### config.mk
export PLATFORM = sky130hd
export DESIGN_NAME = bmc_spdif_tx
export DESIGN_NICKNAME = d
export VERILOG_FILES = /design/src/rtl/bmc_pkg.sv /design/src/rtl/bmc_slot_timer.sv /design/src/rtl/bmc_frame_loader.sv /design/src/rtl/bmc_line_encoder.sv /design/src/rtl/bmc_spdif_tx.sv
export SDC_FILE = /design/constraint.sdc
export NUM_CORES = 1
export LEC_CHECK = 0
export CAP_MARGIN = 20
export CORE_MARGIN = 2
export CORE_UTILIZATION = 30
export DETAILED_ROUTE_END_ITERATION = 6
export DONT_BUFFER_PORTS = 1
export HOLD_SLACK_MARGIN = 0.05
export PLACE_DENSITY = 0.49
export SLEW_MARGIN = 20
export SYNTH_ARGS = -nofsm -noshare
export SYNTH_HDL_FRONTEND = slang
export SYNTH_HIERARCHICAL = 1
export SYNTH_SLANG_ARGS = --single-unit
### constraint.sdc
create_clock -name clk -period 10.3 [get_ports clk]
set_input_delay 3.09 -clock clk [delete_from_list [all_inputs] [get_ports clk]]
set_output_delay 3.09 -clock clk [all_outputs]
set_load 0.02 [all_outputs]
### src/rtl/bmc_pkg.sv
package bmc_pkg;

    localparam int PAY_BITS      = 28;
    localparam int SLOTS_PER_SUB = 32;
    localparam int HALVES_PER_SUB = 2 * SLOTS_PER_SUB;
    localparam int HALVES_PER_FRAME = 2 * HALVES_PER_SUB;
    localparam int SUB_W         = $clog2(HALVES_PER_SUB);
    localparam int SLOT_W        = $clog2(SLOTS_PER_SUB);
    localparam int SYNC_SLOTS    = 4;
    localparam int SYNC_HALVES   = 2 * SYNC_SLOTS;
    localparam int FRAME_BITS    = 2 * PAY_BITS;

    typedef struct packed {
        logic        par;
        logic        chs;
        logic        usr;
        logic        unusable;
        logic [23:0] audio;
    } sub_t;

    typedef struct packed {
        sub_t right;
        sub_t left;
    } frame_t;

    typedef enum logic [1:0] {
        SYNC_BLOCK = 2'd0,
        SYNC_LEFT  = 2'd1,
        SYNC_RIGHT = 2'd2
    } sync_e;

    function automatic logic [SYNC_HALVES-1:0] sync_pattern(sync_e kind);
        case (kind)
            SYNC_BLOCK: return 8'b1110_1000;
            SYNC_LEFT:  return 8'b1110_0010;
            default:    return 8'b1110_0100;
        endcase
    endfunction

    function automatic sub_t seal(sub_t s);
        sub_t r;
        r     = s;
        r.par = ^{s.chs, s.usr, s.unusable, s.audio};
        return r;
    endfunction

    function automatic frame_t filler_frame();
        frame_t f;
        f                = '0;
        f.left.unusable  = 1'b1;
        f.right.unusable = 1'b1;
        f.left           = seal(f.left);
        f.right          = seal(f.right);
        return f;
    endfunction

endpackage

### src/rtl/bmc_slot_timer.sv
module bmc_slot_timer #(
    parameter int HALVES = 128,
    parameter int FRAMES = 192
) (
    input  logic                      clk,
    input  logic                      rst,
    input  logic                      ce,
    output logic [$clog2(HALVES)-1:0] hc_q,
    output logic [$clog2(HALVES)-1:0] nxt_hc,
    output logic                      frame_end,
    output logic                      blk_next
);
    localparam int HW = $clog2(HALVES);
    localparam int FW = $clog2(FRAMES);
    localparam logic [HW-1:0] HC_LAST  = HW'(HALVES - 1);
    localparam logic [FW-1:0] FRM_LAST = FW'(FRAMES - 1);

    logic [FW-1:0] frm_q;

    assign frame_end = (hc_q == HC_LAST);
    assign nxt_hc    = frame_end ? '0 : hc_q + 1'b1;
    // The frame that the next half-cell belongs to is frame 0 of a block
    assign blk_next  = frame_end ? (frm_q == FRM_LAST) : (frm_q == '0);

    always_ff @(posedge clk) begin
        if (rst) begin
            hc_q  <= HC_LAST;
            frm_q <= FRM_LAST;
        end else if (ce) begin
            hc_q <= nxt_hc;
            if (frame_end)
                frm_q <= (frm_q == FRM_LAST) ? '0 : frm_q + 1'b1;
        end
    end
endmodule

### src/rtl/bmc_frame_loader.sv
module bmc_frame_loader
    import bmc_pkg::*;
(
    input  logic                  clk,
    input  logic                  rst,
    input  logic                  take,
    input  logic                  rec_valid,
    input  logic [FRAME_BITS-1:0] rec_data,
    output frame_t                use_frame
);
    frame_t cur_q;
    frame_t incoming;

    always_comb begin
        incoming       = rec_valid ? frame_t'(rec_data) : filler_frame();
        incoming.left  = seal(incoming.left);
        incoming.right = seal(incoming.right);
    end

    // In the hand-off cycle the new record drives the first half-cell directly
    assign use_frame = take ? incoming : cur_q;

    always_ff @(posedge clk) begin
        if (rst)
            cur_q <= filler_frame();
        else if (take)
            cur_q <= incoming;
    end
endmodule

### src/rtl/bmc_line_encoder.sv
module bmc_line_encoder
    import bmc_pkg::*;
(
    input  logic                   clk,
    input  logic                   rst,
    input  logic                   ce,
    input  logic [SUB_W:0]         nxt_hc,
    input  logic                   blk_next,
    input  frame_t                 frm,
    output logic                   line_q
);
    logic [SUB_W-1:0]        pos;
    logic                    in_right;
    sub_t                    cur_sub;
    logic [SLOT_W-1:0]       slot;
    logic [SLOT_W-1:0]       didx;
    logic [SLOTS_PER_SUB-1:0] sub_bits;
    sync_e                   kind;
    logic [SYNC_HALVES-1:0]  pat;
    logic                    inv_q;
    logic                    ref_lvl;
    logic                    lvl;

    always_comb begin
        pos      = nxt_hc[SUB_W-1:0];
        in_right = nxt_hc[SUB_W];
        cur_sub  = in_right ? frm.right : frm.left;
        slot     = pos[SUB_W-1:1];
        didx     = slot - SLOT_W'(SYNC_SLOTS);
        sub_bits = {{(SLOTS_PER_SUB - PAY_BITS){1'b0}}, cur_sub};
        kind     = in_right ? SYNC_RIGHT : (blk_next ? SYNC_BLOCK : SYNC_LEFT);
        pat      = sync_pattern(kind);
        ref_lvl  = (pos == '0) ? line_q : inv_q;
        if (slot < SLOT_W'(SYNC_SLOTS))
            lvl = pat[3'(SYNC_HALVES - 1) - pos[2:0]] ^ ref_lvl;
        else if (!pos[0])
            lvl = ~line_q;
        else
            lvl = sub_bits[didx] ? ~line_q : line_q;
    end

    always_ff @(posedge clk) begin
        if (rst) begin
            line_q <= 1'b0;
            inv_q  <= 1'b0;
        end else if (ce) begin
            line_q <= lvl;
            if (pos == '0)
                inv_q <= line_q;
        end
    end
endmodule

### src/rtl/bmc_spdif_tx.sv
module bmc_spdif_tx
    import bmc_pkg::*;
#(
    parameter int FRAMES_PER_BLOCK = 192
) (
    input  logic                  clk,
    input  logic                  rst,
    input  logic                  ce,
    input  logic                  rec_valid,
    output logic                  rec_ready,
    input  logic [FRAME_BITS-1:0] rec_data,
    output logic                  sdo
);
    localparam int HW = $clog2(HALVES_PER_FRAME);

    logic [HW-1:0] hc_q;
    logic [HW-1:0] nxt_hc;
    logic          frame_end;
    logic          blk_next;
    frame_t        use_frame;

    assign rec_ready = ce && frame_end;

    bmc_slot_timer #(
        .HALVES (HALVES_PER_FRAME),
        .FRAMES (FRAMES_PER_BLOCK)
    ) u_timer (
        .clk       (clk),
        .rst       (rst),
        .ce        (ce),
        .hc_q      (hc_q),
        .nxt_hc    (nxt_hc),
        .frame_end (frame_end),
        .blk_next  (blk_next)
    );

    bmc_frame_loader u_loader (
        .clk       (clk),
        .rst       (rst),
        .take      (rec_ready),
        .rec_valid (rec_valid),
        .rec_data  (rec_data),
        .use_frame (use_frame)
    );

    bmc_line_encoder u_enc (
        .clk      (clk),
        .rst      (rst),
        .ce       (ce),
        .nxt_hc   (nxt_hc),
        .blk_next (blk_next),
        .frm      (use_frame),
        .line_q   (sdo)
    );
endmodule

==> metrics.md, run 1 <==
| Metric | Value |
|---|---|
| Max Clock Freq | `around 0.15 GHz` |
| WP data arrival | `~3600 ps` |
| Number of buffers created by CTS | `9` |
| I/O Pins | `62` |
| Core Footprint | `13800 um2` |
| Period utilization | `between 60% and 70%` |
| Antenna cells | `0` |
| FILL cells | `1409` |
| Vias in the first global route | `between 3000 and 4000` |
| Area after DPL | `4290 um2` |
| GR Overflow Total | `0` |
| Commonest non-fill, non-tap cell in the layout | `dfxtp_1` |
| Number of distinct library cells after synthesis | `58` |
| Final Hold Fails | `0` |
| CP Class | `in -> out` |
| DRC Markers | `0` |
| Layout cell share with drive strength beyond 1 | `a little under 7%` |
| Largest net degree at the start of global routing | `64` |
| Top delay family on crit path | `simple AND/OR/NAND/NOR gates` |
| Netlist Area Pre-Place | `roughly 4200 um2` |
| Worst-Margin Slew | `1100 ps` |
| Status | `complete, no violations` |
| Skew final | `between 5 and 6 ps` |
| Power Density | `roughly 200 nW/um2` |
| Syn avg cell area | `~9.7 um2` |
| Sequential cell area | `1460 um2` |
| Slowest stage delay, CP | `around 470 ps` |
| Worst path slowest cell | `and2_1` |
| Num rows | `between 40 and 50` |
| Area leader, netlist | `dfxtp_1` |
| Total of max-cap violations | `0` |
| CTS tree | `built` |
| Synthesized flop and latch total | `73` |
| RSZ-0062 raised after global routing | `no` |
| GPL Wtd Cong | `0.770` |
| # hold bufs at CTS | `0` |
| Post-route ant nets | `0` |
| Post-synth EDFFs | `0` |
| Static leakage power | `about 1.8 nW` |
| Worst Path Max Fanout | `15` |
| Avg WL per Cell | `about 17 um` |
| CTS Sinks | `73` |
| Clk_lat worst skew | `340 ps` |
| Async SR Flop Fraction | `0%` |
| Post-CTS setup buffer count | `0` |
| Layout area overhead | `7.75%` |
| Worst IR Drop VDD | `between 0.00009 and 0.0001 V` |
| Most frequent cells in the layout | `73 x dfxtp_1, 56 x nor2b_1, 52 x a22o_1` |
| Clk buf depth | `2` |
| Crit-path cells | `and2_1` |
| Global-route usage over all layers | `14.7%` |
| Detailed router's first-iteration violation count | `between 100 and 150` |
| Root Buffer | `clkbuf_16` |
| Syn Inst Count | `around 440` |
| Fraction of the yosys area taken by sequential cells | `about a third` |
| Synth warnings | `6` |
| CP Launch Type | `input port` |
| Final Total Pwr | `0.000916 W` |
| Final core utilization | `between 30% and 40%` |
| Critical Path End Type | `primary output` |
| Finished Cell Area | `between 4000 and 5000 um2` |
| Minimum clock period | `between 6000 and 7000 ps` |
| Area of the multi-input gates | `2550 um2` |
| Worst Hold Class | `reg -> reg` |
| WP buf/inv | `0` |
| Initial Util | `between 30% and 40%` |
| Nets | `slightly below 500` |
| Port bufs | `0` |
| Syn nets | `500` |
| DP Wirelength | `between 7000 and 8000 um` |
| Vias per inst | `between 5 and 6` |
| Via count | `between 3000 and 4000` |
| Max-slew violation count | `0` |
| Initial antenna violation count | `0` |
| Die width | `123 um` |
| TNS Setup | `0 ps` |
| Post_cts resized | `0` |
| First-pass GRT wire length | `approximately 17000 um` |
| Height of the die | `between 100 and 150 um` |
| Clock slew at reported path FFs | `roughly 50 ps` |
| Top post-synthesis cells by area | `dfxtp_1 35%, a22o_1 11%, nor2b_1 8.3%` |
| CTS H-tree lvls | `3` |
| Full die area | `15000 um2` |
| Main synth FF type | `dfxtp_1` |
| Final WL | `between 10000 and 15000 um` |
| Detailed Routing Iterations Pass 1 | `5` |
| Worst slew margin | `26.6%` |
| WP data required | `just over 7000 ps` |
| Synth top area share | `a little over a third` |
| Setup violations, final | `0` |
## kinds of logic after synthesis
group	synth area share, %
and+or+nand+nor	19.1
AOI/OAI and AO/OA	18.9
DFF	34.7
xor gates and xnor gates	13.2
buffers and inverters	4.96
muxes	8.01
adders and majority gates	1.19
## report_power, final
group | internal [W] | switching, W | leakage [nW]
clock | 0.000164 | 0.000113 | 0.119
combinational | 0.000146 | 0.000170 | 1.12
sequential | 0.000304 | 0.0000198 | 0.593
total | 0.000613 | 0.000302 | 1.83
## cells in the mapped netlist, types with 9 or more instances
library cell,number
clkbuf_1,20
nand3_1,14
dfxtp_1,73
inv_1,9
a21oi_1,11
o21ai_0,11
mux2i_1,24
nor2b_1,56
xnor2_1,36
a22o_1,52
nand2_1,15
## layer usage
metal | global-route usage [%] | wire [um]
met1 | 20.7 | 5210
met2 | 20.7 | 4320
met3 | 5.44 | 704
met4 | 4.74 | 146
met5 | 0 | 0
## state kept, by name (all words and copies together), names as in the netlist
| signal | cells |
|---|---|
| u_enc/inv_q | 1 |
| u_enc/line_q | 1 |
| u_loader/cur_q | 56 |
| u_timer/frm_q | 8 |
| u_timer/hc_q | 7 |
## area by class of cell
cell class,count,share of cell area (%)
Clock buffer,16,5.54
Inverter,11,0.937
Tap cell,180,4.96
Multi-Input combinational cell,321,56.2
Timing Repair Buffer,1,0.165
Sequential cell,73,32.2
## through the flow
| stage | hold slack (ps) | std cells | setup slack (ps) |
|---|---|---|---|
| after CTS | 472 | 602 | 3640 |
| after global placement | 444 | 586 | 3620 |
| final | 473 | 602 | 3640 |
| after floorplan | 443 | 436 | 3790 |
| after detailed placement | 460 | 586 | 3640 |
| after global routing | 499 | 602 | 3620 |
## final timing paths
path,start,endpoint,slack [ps],depth (start not counted)
worst max-delay path,ce,rec_ready,3640,1
worst min-delay path,u_loader/cur_q[55],u_loader/cur_q[55],470,2
worst max register to register,u_timer/hc_q[0],u_enc/line_q,5780,14
worst min register to register,u_loader/cur_q[55],u_loader/cur_q[55],470,2
Power figures use the tool's default switching activity.
==> run 2, diff against run 1 <==
Settings changed: PLACE_DENSITY 0.49 to 0.5.
Clock period 10.3 ns to 6 ns, I/O delays scaled along.
==> run 2 against run 1 <==
  * Worst setup slack got worse by 2200 ps
  * Sequential power up 71%
  * Largest cell class unchanged
  * Sequential cell count unchanged
  * Worst hold slack worse by 0.73 ps
==> metrics.md, run 2 (same netlist as run 1, synthesis figures left out) <==
| Metric | Value |
|---|---|
| Setup violations, final | `0 (unchanged)` |
| Critical Path End Type | `flip-flop` |
| I/O Pins | `62 (unchanged)` |
| Max-slew violation count | `0 (unchanged)` |
| Max reg flops | `56 (unchanged)` |
| Hold Startpoint | `u_loader/cur_q[27]` |
| Vias in the first global route | `3103 (+0.19%)` |
| Area of the multi-input gates | `2550 um2 (unchanged)` |
| Period utilization | `roughly three quarters` |
| Worst r2r src | `u_timer/hc_q[0]` |
| Clk buf depth | `2 (unchanged)` |
| Vias per inst | `5.13 (-0.78%)` |
| Number of buffers created by CTS | `9 (unchanged)` |
| Worst Path Max Fanout | `39 (+24)` |
| Worst Hold Class | `reg -> reg` |
| Port bufs | `0 (unchanged)` |
| Clk_lat worst skew | `340 ps (about the same)` |
| Clock slew at reported path FFs | `60 ps (about the same)` |
| R2R setup slack | `1610 ps (-4170 ps)` |
| # hold bufs at CTS | `0 (unchanged)` |
| WP data required | `6260 ps (-950 ps)` |
| GPL Wtd Cong | `0.743 (-3.6%)` |
| Detailed router's first-iteration violation count | `235 (+100%)` |
| GR Overflow Total | `0 (unchanged)` |
| Worst slew margin | `46.3% (+20 points)` |
| Height of the die | `123 um (unchanged)` |
| TNS Setup | `0 ps (unchanged)` |
| CTS Sinks | `73 (unchanged)` |
| Final Hold Fails | `0 (unchanged)` |
| CP Launch Type | `input port` |
| Num rows | `43 (unchanged)` |
| R2R Path End | `u_enc/line_q` |
| Root Buffer | `clkbuf_16` |
| WP data arrival | `4780 ps (+1210 ps)` |
| Hold path depth | `2 (unchanged)` |
| DRC Markers | `0 (unchanged)` |
| CTS tree | `built` |
| Max Clock Freq | `around 0.22 GHz` |
| Initial Util | `30.5% (unchanged)` |
| RSZ-0062 raised after global routing | `no` |
| Worst-Margin Slew | `806 ps (-295 ps)` |
| Antenna cells | `0 (unchanged)` |
| CP Class | `in -> reg` |
| Post-CTS setup buffer count | `0 (unchanged)` |
| R2r worst-path depth | `15 (+1)` |
| Layout area overhead | `9.11%` |
| CTS H-tree lvls | `3 (unchanged)` |
| Commonest non-fill, non-tap cell in the layout | `dfxtp_1` |
| Detailed Routing Iterations Pass 1 | `6 (+1)` |
| Die width | `123 um (unchanged)` |
| Layout cell share with drive strength beyond 1 | `8.73% (+1.9 points)` |
| Largest net degree at the start of global routing | `64 (unchanged)` |
| Pre-CTS setup slack | `1170 ps (-2470 ps)` |
| Final WL | `10500 um (+1.1%)` |
| Largest regs | `u_loader/cur_q: 56 flops, u_timer/frm_q: 8 flops, u_timer/hc_q: 7 flops` |
| Min-Delay Endpoint | `u_loader/cur_q[27]` |
| PnR worst setup slack | `1480 ps (-2160 ps)` |
| Worst hold margin | `472 ps (-0.728 ps)` |
| Avg WL per Cell | `17.4 um (+0.79%)` |
| Post_cts resized | `0 (unchanged)` |
| Worst IR Drop VDD | `0.000100 V (+2.5%)` |
| Total of max-cap violations | `0 (unchanged)` |
| Core Footprint | `13800 um2 (unchanged)` |
| Via count | `3100 (-0.45%)` |
| Initial antenna violation count | `0 (unchanged)` |
| DP Wirelength | `7290 um (+3.3%)` |
| Largest Register | `u_loader/cur_q` |
| Status | `complete, no violations` |
| Static leakage power | `1.87 nW (+2.1%)` |
| Post-route ant nets | `0 (unchanged)` |
| Most frequent cells in the layout | `73 x dfxtp_1, 56 x nor2b_1, 52 x a22o_1` |
| Skew final | `7.56 ps (+1.88 ps)` |
| Nets | `483 (+0.42%)` |
| Global-route usage over all layers | `14.5% (-0.20 points)` |
| First-pass GRT wire length | `16600 um (-0.91%)` |
| Full die area | `15000 um2 (unchanged)` |
| FILL cells | `1425 (+1.1%)` |
| Minimum clock period | `~4500 ps` |
| Power Density | `354 nW/um2 (+76%)` |
| Sequential cell area | `1460 um2 (unchanged)` |
[run 2: changes by cell type in the layout (fill, tap and decap cells not counted)]
cell,previous run,this run
buf_4,1,3
clkbuf_8,0,4
clkinv_2,1,3
clkbuf_1,7,1
[run 2: worst max-delay path: stages]
cell	delay, ps
and2_1	490
and2_2	790
buf_4	340
a22o_1	170
mux2i_1	80
a211oi_1	270
nand3_1	100
nand4_1	110
a32oi_1	100
or3_1	370
a21oi_1	140
[run 2: final cells by class]
| class | instances | share of cell area, % |
|---|---|---|
| timing repair buffer | 3 | 0.490 |
| clock buffer | 14 | 6.18 |
| multi-input combinational | 321 | 55.5 |
| inverter | 11 | 0.925 |
| tap | 180 | 4.90 |
| clock inverter | 2 | 0.218 |
| sequential | 73 | 31.8 |
[run 2: layer usage]
metal  routed length, um  track usage [%]  up-vias
met4                 180             5.60        0
li1                    -                -     1538
met3                 732             4.69       10
met1                5030             19.4     1487
met2                4560             21.8       65
met5                   0                0        -
[run 2: worst max path at each step]
stage                                from            to  slack [ps]  cells past startpoint
after global placement                 ce  u_enc/line_q        1180                     11
after CTS                              ce  u_enc/line_q        1510                     11
after detailed placement               ce  u_enc/line_q        1170                     11
after floorplan                        ce  u_enc/line_q        1800                     12
after global routing      u_timer/hc_q[0]  u_enc/line_q        1160                     15
final                                  ce  u_enc/line_q        1480                     11
[run 2: metrics by stage]
step / utilization [%] / instance area (um2) / instances / total power (W)
3_3_place_gp: 31.1 / 4310 / 588 / 0.00110
2_1_floorplan: - / 4220 / 436 / 0.00103
4_1_cts: 33.3 / 4600 / 604 / 0.00164
5_1_grt: 33.3 / 4600 / 604 / 0.00173
6_report: 33.3 / 4600 / 604 / 0.00163
3_5_place_dp: 31.1 / 4310 / 588 / 0.00111
[run 2: report_power, final]
group	total, W	leakage, nW	switching, W	internal (W)
clock network	0.000528	0.149	0.000204	0.000324
logic	0.000547	1.12	0.000295	0.000252
registers	0.000554	0.593	0.0000327	0.000521
